[config.mk]
export PLATFORM = sky130hd
export DESIGN_NAME = dbg_cmd_engine
export DESIGN_NICKNAME = d
export VERILOG_FILES = /design/src/rtl/dbg_cmd_engine.sv
export SDC_FILE = /design/constraint.sdc
export NUM_CORES = 1
export LEC_CHECK = 0
export BUFFER_PORTS_ARGS = -buffer_cell sky130_fd_sc_hd__buf_2
export CELL_PAD_IN_SITES_DETAIL_PLACEMENT = 2
export CELL_PAD_IN_SITES_GLOBAL_PLACEMENT = 2
export CORE_MARGIN = 3
export CORE_UTILIZATION = 31
export CTS_BUF_LIST = sky130_fd_sc_hd__clkbuf_2 sky130_fd_sc_hd__clkbuf_4 sky130_fd_sc_hd__clkbuf_8
export DETAILED_ROUTE_END_ITERATION = 10
export PLACE_DENSITY = 0.91
export SETUP_SLACK_MARGIN = 0.4
export SYNTH_ARGS = -nofsm -noshare
export SYNTH_HDL_FRONTEND = slang
export SYNTH_SLANG_ARGS = --single-unit
[constraint.sdc]
create_clock -name clk -period 2.2 [get_ports clk]
set_input_delay 0.11 -clock clk [delete_from_list [all_inputs] [get_ports clk]]
set_output_delay 0.11 -clock clk [all_outputs]
set_load 0.1 [all_outputs]
[src/rtl/dbg_cmd_engine.sv]
module dbg_cmd_engine #(
  parameter int AW = 32,
  parameter int VW = 32,
  parameter int IW = 5
) (
  input  logic          clk,
  input  logic          rst_n,
  input  logic          host_wr,
  input  logic [10:0]   host_wdata,
  output logic [10:0]   host_rdata,
  output logic          mem_req,
  output logic          mem_we,
  output logic [AW-1:0] mem_addr,
  output logic [7:0]    mem_wdata,
  input  logic          mem_ack,
  input  logic [7:0]    mem_rdata,
  output logic          csr_stb,
  output logic [IW-1:0] csr_idx,
  output logic [VW-1:0] csr_val,
  output logic          brk_pulse,
  output logic          rst_pulse,
  output logic          con_tx_valid,
  output logic [7:0]    con_tx_data,
  input  logic          con_tx_ready,
  input  logic          con_rx_valid,
  input  logic [7:0]    con_rx_data,
  output logic          con_rx_pop
);
  localparam int NAB  = AW / 8;
  localparam int NVB  = VW / 8;
  localparam int CNTW = $clog2((NAB > NVB ? NAB : NVB) + 1);
  localparam logic [CNTW-1:0] LAST_A = CNTW'(NAB - 1);
  localparam logic [CNTW-1:0] LAST_V = CNTW'(NVB - 1);

  typedef enum logic [2:0] {S_IDLE, S_ADDR, S_WDAT, S_CVAL, S_CNUM, S_MEM} st_t;

  st_t            st;
  logic [CNTW-1:0] cnt;
  logic           wr_op, txb, rxf;
  logic [AW-1:0]  addr;
  logic [VW-1:0]  cval;
  logic [7:0]     wdat, mbyte, txd, rxd;

  wire [2:0] ch   = host_wdata[2:0];
  wire [7:0] pl   = host_wdata[10:3];
  wire       busy = (st == S_MEM);
  wire       c0   = host_wr && ch == 3'd0 && !busy;

  assign mem_req      = busy;
  assign mem_we       = wr_op;
  assign mem_addr     = addr;
  assign mem_wdata    = wdat;
  assign csr_val      = cval;
  assign con_tx_valid = txb;
  assign con_tx_data  = txd;
  assign con_rx_pop   = !rxf && con_rx_valid;
  assign host_rdata   = {rxf ? rxd : mbyte, busy, txb, rxf};

  always_ff @(posedge clk) begin
    if (!rst_n) begin
      st <= S_IDLE; cnt <= '0; wr_op <= 1'b0; addr <= '0; cval <= '0;
      wdat <= '0; mbyte <= '0; csr_stb <= 1'b0; csr_idx <= '0;
      brk_pulse <= 1'b0; rst_pulse <= 1'b0;
    end else begin
      csr_stb <= 1'b0; brk_pulse <= 1'b0; rst_pulse <= 1'b0;
      case (st)
        S_IDLE: if (c0) begin
          cnt <= '0;
          case (pl[7:4])
            4'd1: begin wr_op <= 1'b0; st <= S_ADDR; end
            4'd2: begin wr_op <= 1'b1; st <= S_ADDR; end
            4'd3: begin wr_op <= 1'b0; st <= S_MEM; end
            4'd4: begin wr_op <= 1'b1; st <= S_WDAT; end
            4'd5: st <= S_CVAL;
            4'd6: brk_pulse <= 1'b1;
            4'd7: rst_pulse <= 1'b1;
            default: ;
          endcase
        end
        S_ADDR: if (c0) begin
          addr <= {addr[AW-9:0], pl};
          cnt  <= cnt + 1'b1;
          if (cnt == LAST_A) st <= wr_op ? S_WDAT : S_MEM;
        end
        S_WDAT: if (c0) begin wdat <= pl; st <= S_MEM; end
        S_CVAL: if (c0) begin
          cval <= {cval[VW-9:0], pl};
          cnt  <= cnt + 1'b1;
          if (cnt == LAST_V) st <= S_CNUM;
        end
        S_CNUM: if (c0) begin csr_stb <= 1'b1; csr_idx <= pl[IW-1:0]; st <= S_IDLE; end
        S_MEM: if (mem_ack) begin
          if (!wr_op) mbyte <= mem_rdata;
          addr <= addr + 1'b1;
          st   <= S_IDLE;
        end
        default: st <= S_IDLE;
      endcase
    end
  end

  always_ff @(posedge clk) begin
    if (!rst_n) begin
      txb <= 1'b0; txd <= '0; rxf <= 1'b0; rxd <= '0;
    end else begin
      if (!txb && host_wr && ch == 3'd1) begin txb <= 1'b1; txd <= pl; end
      else if (txb && con_tx_ready) txb <= 1'b0;
      if (con_rx_pop) begin rxf <= 1'b1; rxd <= con_rx_data; end
      else if (rxf && host_wr && ch == 3'd2) rxf <= 1'b0;
    end
  end

  AST_REQ_HOLD: assert property (@(posedge clk) disable iff (!rst_n)
    mem_req && !mem_ack |=> mem_req && $stable(mem_addr) && $stable(mem_we));
  AST_ACK_ENDS_REQ: assert property (@(posedge clk) disable iff (!rst_n)
    mem_req && mem_ack |=> !mem_req && !host_rdata[2]);
  AST_BUSY_IGNORES: assert property (@(posedge clk) disable iff (!rst_n)
    mem_req && !mem_ack && host_wr && host_wdata[2:0] == 3'd0 |=> mem_req && !brk_pulse && !rst_pulse && !csr_stb);
  AST_CSR_PULSE: assert property (@(posedge clk) disable iff (!rst_n)
    csr_stb && !host_wr |=> !csr_stb);
  AST_BRK_PULSE: assert property (@(posedge clk) disable iff (!rst_n)
    brk_pulse && !host_wr |=> !brk_pulse);
  AST_RST_PULSE: assert property (@(posedge clk) disable iff (!rst_n)
    rst_pulse && !host_wr |=> !rst_pulse);
  AST_TX_HOLD: assert property (@(posedge clk) disable iff (!rst_n)
    con_tx_valid && !con_tx_ready |=> con_tx_valid && $stable(con_tx_data));
  AST_RX_TAKEN: assert property (@(posedge clk) disable iff (!rst_n)
    con_rx_pop |=> host_rdata[0] && host_rdata[10:3] == $past(con_rx_data));
endmodule

==> impl_metrics.tcl, run 1 <==
set metrics [dict create \
    cts-buffers-inserted 17 \
    drc 0 \
    wl_um 25970 \
    cp_max_fo 8 \
    nNetsFinal 861 \
    clk_latency_ps 460 \
    finalCriticalPeriod_ps 1852 \
    synth_edf_count 0 \
    drive_gt1_frac 0.3345 \
    drv_cap 0 \
    grt_pass1_vias 6432 \
    synthFlopType "dfxtp_1" \
    syn_nets 703 \
    clkSlewWorstSetupHoldPaths_ps 80 \
    synthArstFlopShare 0 \
    grt_pass1_wl_um 37230 \
    worst_ir_drop_vdd_mv 0.3917 \
    multi_input_area_sq_um 2841 \
    clock-sinks 113 \
    path_class "reg2reg" \
    hold_depth 3 \
    crit_family "simple AND/OR/NAND/NOR gates" \
    avgSynthCellArea_sq_um 7.929 \
    synthCells 667 \
    setup_viol 0 \
    hold_path.class "in2reg" \
    viasPerCell 5.682 \
    finalCritPeriodShare 0.8419 \
    ys_seq_elements 113 \
    drtIter0Drc 419 \
    dieArea_sq_um 18660 \
    crit_top_cell "and4_4" \
    p_leak_nw 3.090 \
    outcome "completed" \
    dr.pass1.iters 7 \
    die_x_um 136.6 \
    power_density_nw_per_um2 665.0 \
    synth_cell_types 55 \
    hold_viol 0 \
    final_cell_mix "buf_2 (131), nand2_1 (121), a21oi_1 (82), dfxtp_1 (79), nor2_1 (55)" \
    final_antenna_net_count 0 \
    portBuffers 135 \
    gp_congestion 0.8179 \
    max_stage_delay_ps 420 \
    rows 47 \
    min_from "host_wdata[6]" \
    whs_ps 23.90 \
    crit_required_ps 2550 \
    dpl.hpwl_um 15410 \
    fp.coreArea_sq_um 16640 \
    r2r_end "mem_addr[29]" \
    ios 136 \
    cp_slowest_cell "dfxtp_4" \
    reg2reg_depth 5 \
    drv_slew 0 \
    grt_max_degree 57 \
    worst_ep_arrival_time_ps 2210 \
    wl_per_cell_um 24.55 \
    netlist_area_sq_um 5289 \
    critPathBufInv 0 \
    slew_headroom 0.6115 \
    fin_skew_ps 14.28 \
    grt_antenna_before_repair 1 \
    path_cells "and4_4 > and4_4 > nand3_4 > or4_1 > a31oi_1" \
    timing.rr.start "mem_addr[8]" \
    final_common_cell "buf_2" \
    grt-ovfl-total 0 \
    tns_ps 0 \
    clock_path_buffers 2 \
    grt_use_met3 0.05404 \
    area_delta_synth_final_pct 36.91 \
    htree_levels 4 \
    crit_path_end_kind "flip-flop" \
    fillers 1821 \
    met1_usage 0.2991 \
    top_usage_layer "met2" \
    worstMarginPinSlew_ps 582.7 \
    tritoncts "built" \
    seq_area_frac_synth 0.4277 \
    via_count 6012 \
    die_h_um 136.6 \
    regArea_sq_um 2352 \
    met2_usage 0.4589 \
    ff2ff_setup_slack_ps 350 \
    critPathLaunchType "flip-flop" \
    grt_use_total 0.2601 \
    fmax_mhz 539.9 \
    root_buffer "clkbuf_8" \
    hold_end "csr_val[3]" \
    initial_utilization 0.3178 \
    synth_warnings 0 \
    rsz0062_at_grt "true" \
]
-- registers in the layout, summed over array words and instances (netlist names), 3 cells and up --
signal,count
csr_idx,5
csr_val,32
rxd,8
cnt,3
con_tx_data,8
mem_wdata,8
mbyte,8
mem_addr,32
st,3
-- worst reg2reg max path, cell delays in order, from the launching register on --
cell and delay, ps:
dfxtp_4 420, and4_4 290, and4_4 260, nand3_4 130, or4_1 420, a31oi_1 230
-- cell families (layout without fill, tap and decap cells) --
family / after synthesis / in the layout / synth area share
AND/OR/NAND/NOR: 271 / 271 / 0.2389
AO/OA/AOI/OAI: 174 / 174 / 0.2016
flip-flops: 113 / 113 / 0.4277
buffers and inverters: 69 / 239 / 0.05299
multiplexers: 36 / 36 / 0.07003
adder cells (fa/ha/maj): 3 / 3 / 0.007098
XOR/XNOR: 1 / 1 / 0.001656
other: 0 / 1 / 0
-- Yosys cell counts, types with 10 or more instances --
library cell	n	area share
nand2_1	121	0.086
dfxtp_1	113	0.43
a21oi_1	83	0.079
nor2_1	57	0.040
clkbuf_1	46	0.033
mux2i_1	28	0.053
o21ai_0	28	0.026
and3_1	16	0.019
nand3_1	15	0.014
nand4_1	12	0.014
nor3_1	11	0.010
inv_1	10	0.0071
-- metrics by stage --
step	power, W	instance area [sq um]	util	cells	setup slack, ps
CTS	0.004814	7083	0.4256	1046	391.6
floorplan	0.002331	5464	-	667	246.0
detailed placement	0.002433	6370	0.3828	993	80.78
global placement	0.002424	6370	0.3828	993	199.6
global route	0.004965	7241	0.4351	1058	288.7
finish	0.004815	7241	0.4351	1058	347.9
-- final cells by class --
cell class	instances	share of cell area
Multi-Input combinational cell	485	0.3924
Sequential cell	113	0.3249
Tap cell	220	0.03802
Clock buffer	22	0.03923
Clock inverter	9	0.02488
Inverter	11	0.005875
Timing Repair Buffer	197	0.1744
Antenna cell	1	0.0003456
-- what timing repair did --
| item | 4_1_cts | 5_1_grt |
|---|---|---|
| gates resized for setup | 13 | 24 |
| setup buffers | 0 | 11 |
| pin swaps | 1 | 3 |
| endpoints found under the setup margin | 33 | 24 |
| hold buffers | 22 | 0 |
| hold endpoints to repair | 21 | 0 |
-- how the worst max path moves through the flow --
stage                        from            to  slack, ps  cells past startpoint
floorplan             mem_addr[7]  mem_addr[29]        250                      7
global placement    host_wdata[1]         st[2]        200                      7
detailed placement  host_wdata[1]         st[1]         80                      7
CTS                   mem_addr[0]  mem_addr[29]        390                      5
global route          mem_addr[8]  mem_addr[18]        290                      6
finish                mem_addr[8]  mem_addr[29]        350                      5
-- routing by layer --
layer  routed length (um)  vias up
li1                     -     2683
met1                10230     3038
met2                13580      231
met3                 1378       60
met4                  782        0
met5                    0        -
-- report_power, final --
part | internal, W | leakage, nW | switching, W
clock | 0.00144 | 0.233 | 0.000937
sequential | 0.00204 | 0.935 | 0.0000272
combinational | 0.000104 | 1.92 | 0.000261
total | 0.00359 | 3.09 | 0.00123
Power figures use the tool's default switching activity.
==> run 2, diff against run 1 <==
--- a/config.mk
+++ b/config.mk
@@ -5,14 +5,15 @@
 export SDC_FILE = /design/constraint.sdc
 export NUM_CORES = 1
 export LEC_CHECK = 0
+export ABC_AREA = 1
 export BUFFER_PORTS_ARGS = -buffer_cell sky130_fd_sc_hd__buf_2
 export CELL_PAD_IN_SITES_DETAIL_PLACEMENT = 2
 export CELL_PAD_IN_SITES_GLOBAL_PLACEMENT = 2
 export CORE_MARGIN = 3
-export CORE_UTILIZATION = 31
+export CORE_UTILIZATION = 29
 export CTS_BUF_LIST = sky130_fd_sc_hd__clkbuf_2 sky130_fd_sc_hd__clkbuf_4 sky130_fd_sc_hd__clkbuf_8
 export DETAILED_ROUTE_END_ITERATION = 10
-export PLACE_DENSITY = 0.91
+export PLACE_DENSITY = 0.9
 export SETUP_SLACK_MARGIN = 0.4
 export SYNTH_ARGS = -nofsm -noshare
 export SYNTH_HDL_FRONTEND = slang
==> constraint.sdc (replaced) <==
create_clock -name clk -period 1.8 [get_ports clk]
set_input_delay 0.09 -clock clk [delete_from_list [all_inputs] [get_ports clk]]
set_output_delay 0.09 -clock clk [all_outputs]
set_load 0.1 [all_outputs]
==> impl_metrics.tcl, run 2 <==
set metrics [dict create \
    outcome "finished, violations left" \
    violations "negative setup slack" \
    htree_levels 4 \
    grt_use_total 0.3110 \
    post-place-cells 1139 \
    hold_path.class "in2reg" \
    drtIter0Drc 549 \
    grt-ovfl-total 0 \
    viasPerCell 5.839 \
    rsz0062_at_grt "true" \
    clock-sinks 113 \
    gp_congestion 0.7893 \
    slew_headroom 0.6064 \
    finalCriticalPeriod_ps 1842 \
    path_class "reg2reg" \
    via_count 7521 \
    grt_max_degree 41 \
    crit_path_start "mem_addr[11]" \
    drc 0 \
    synth_cell_types 34 \
    synth_top_cell_area_share 0.4188 \
    power_frac_seq 0.417 \
    clkSlewWorstSetupHoldPaths_ps 100 \
    whs_ps 15.10 \
    setup_viol 4 \
    crit_path_end_kind "flip-flop" \
    wl_um 40860 \
    pwr-share-clk 0.453 \
    diodes 0 \
    initial_utilization 0.2976 \
    synth_compound_area_frac 0.1969 \
    synth-xor-area-share 0.01459 \
    hold_viol 0 \
    synth_top_family_by_area "simple AND/OR/NAND/NOR gates" \
    p_leak_nw 3.993 \
    ff2ff_setup_slack_ps -40 \
    nNetsFinal 1082 \
    synth_warnings 0 \
    worst_ep_arrival_time_ps 2250 \
    ios 136 \
    crit_end "mem_addr[22]" \
    drv_slew 0 \
    fin_ws_ps -41.79 \
    p_sw_w 0.002074 \
    final_util 0.5170 \
    clk_latency_ps 500 \
    combinationalPowerShare 0.131 \
    yosys.area_share.simple 0.2817 \
    seq_area_frac_synth 0.4188 \
    die_x_um 142.5 \
    fin_skew_ps 19.84 \
    fillers 1970 \
    drv_cap 0 \
    wl_per_cell_um 31.72 \
    root_buffer "clkbuf_8" \
    rows 49 \
    tritoncts "built" \
    power_density_nw_per_um2 649.1 \
    reg2reg_depth 8 \
    synth_edf_count 0 \
    cp_max_fo 6 \
    cts-buffers-inserted 17 \
    drive_gt1_frac 0.4655 \
    synth.area.mux_share 0 \
    dr.pass1.iters 5 \
    final_cell_count_no_fill 1288 \
    synthArstFlopShare 0 \
    syn_nets 832 \
    synth_area_leader_cell "dfxtp_1" \
    area_delta_synth_final_pct 73.69 \
    synth_common_cells "nand2_1 (153), nor2_1 (147), dfxtp_1 (113)" \
    dieArea_sq_um 20300 \
    ys_seq_elements 113 \
    final_cell_mix "nor2_1 (114), nand2_1 (112), buf_4 (102), dfxtp_1 (74), o21ai_0 (66)" \
    clock_path_buffers 2 \
    finalCritPeriodShare 1.023 \
    synthFlopType "dfxtp_1" \
    worst_ir_drop_vdd_mv 0.4220 \
    fp.coreArea_sq_um 18150 \
    grt_pass1_vias 7629 \
    fmax_mhz 543.0 \
    synthCells 796 \
    grt_pass1_wl_um 48000 \
    crit_required_ps 2210 \
    portBuffers 135 \
    r2r_end "mem_addr[22]" \
    p_int_w 0.004015 \
    worstMarginPinSlew_ps 589.7 \
    avgSynthCellArea_sq_um 6.786 \
    synthAdderAreaFrac 0.006949 \
    timing.rr.start "mem_addr[11]" \
    critPathLaunchType "flip-flop" \
    final_antenna_net_count 0 \
    grt_antenna_before_repair 0 \
    synth_most_common_cell "nand2_1" \
    final_common_cell "nor2_1" \
    synthTopCellsByArea "dfxtp_1 (42%), nand2_1 (11%), nor2_1 (10%), o21ai_0 (9.7%), a21oi_1 (7.8%)" \
    switching_share 0.3406 \
    dpl.hpwl_um 16250 \
    die_h_um 142.5 \
    netlist_area_sq_um 5401 \
]
==> run 2: worst min path at each step <==
stage	from	slack [ps]	to	cells past startpoint
6_report	host_wdata[8]	20	mem_addr[5]	3
5_1_grt	host_wdata[8]	20	mem_addr[5]	3
3_5_place_dp	host_wdata[7]	340	brk_pulse	2
2_1_floorplan	host_wdata[7]	170	brk_pulse	1
3_3_place_gp	host_wdata[7]	320	brk_pulse	2
4_1_cts	host_wdata[8]	5	mem_addr[5]	3
==> run 2: what timing repair did <==
item / in CTS / in global routing
setup buffers: 29 / 53
resized for setup: 129 / 221
endpoints found under the setup margin: 130 / 160
hold buffers: 25 / 0
pin swaps: 35 / 52
gates cloned: 5 / 5
hold endpoints to repair: 40 / 0
==> run 2: critical path, cell delays in order (launching register included) <==
cell and delay, ps:
dfxtp_4 430, nand2_1 140, nor2_1 220, nand2_1 160
nor2_4 230, nand3_1 150, nand3_2 120, nand2_1 110
a21oi_1 210
==> run 2: per-stage QoR <==
step	setup TNS, ps	setup WS, ps	cell area (sq um)	total power (W)
4_1_cts	0	267.9	8190	0.005819
3_5_place_dp	0	125.6	6810	0.003096
5_1_grt	-427.4	-90.49	9382	0.006193
2_1_floorplan	0	170.6	5727	0.002908
3_3_place_gp	0	242.5	6810	0.003079
6_report	-86.85	-41.79	9382	0.006089
==> run 2: logic make-up after synthesis <==
family | count (synthesis)
DFF | 113
AOI/OAI and AO/OA | 204
xor gates and xnor gates | 9
buffers and inverters | 101
adders and majority gates | 3
and+or+nand+nor | 366
==> run 2: power groups by stage <==
| stage | logic [W] | clock network, W | registers [W] |
|---|---|---|---|
| 6_report | 0.000795 | 0.00276 | 0.00254 |
| 5_1_grt | 0.000816 | 0.00284 | 0.00254 |
| 4_1_cts | 0.000646 | 0.00265 | 0.00252 |
| 3_5_place_dp | 0.000520 | 0 | 0.00258 |
| 3_3_place_gp | 0.000505 | 0 | 0.00257 |
| 2_1_floorplan | 0.000274 | 0 | 0.00263 |
==> run 2: cell type report <==
| cell class | instances | area (sq um) | area share |
|---|---|---|---|
| clock inverters | 15 | 170.2 | 0.01814 |
| repair buffers | 268 | 2474 | 0.2637 |
| flip-flops and latches | 113 | 2396 | 0.2554 |
| repair inverters | 1 | 5.005 | 0.0005335 |
| clock buffers | 17 | 234.0 | 0.02494 |
| inverters | 63 | 272.8 | 0.02907 |
| well taps | 229 | 286.5 | 0.03054 |
| multi-input cells | 582 | 3543 | 0.3777 |
==> run 2: per-layer routing <==
metal | global-route usage | vias to the layer above | part of all wire
met3 | 0.07796 | 210 | 0.063
met4 | 0.1396 | 0 | 0.066
met1 | 0.3469 | 3777 | 0.37
met5 | 0 | - | 0
met2 | 0.5564 | 439 | 0.50
li1 | - | 3095 | -
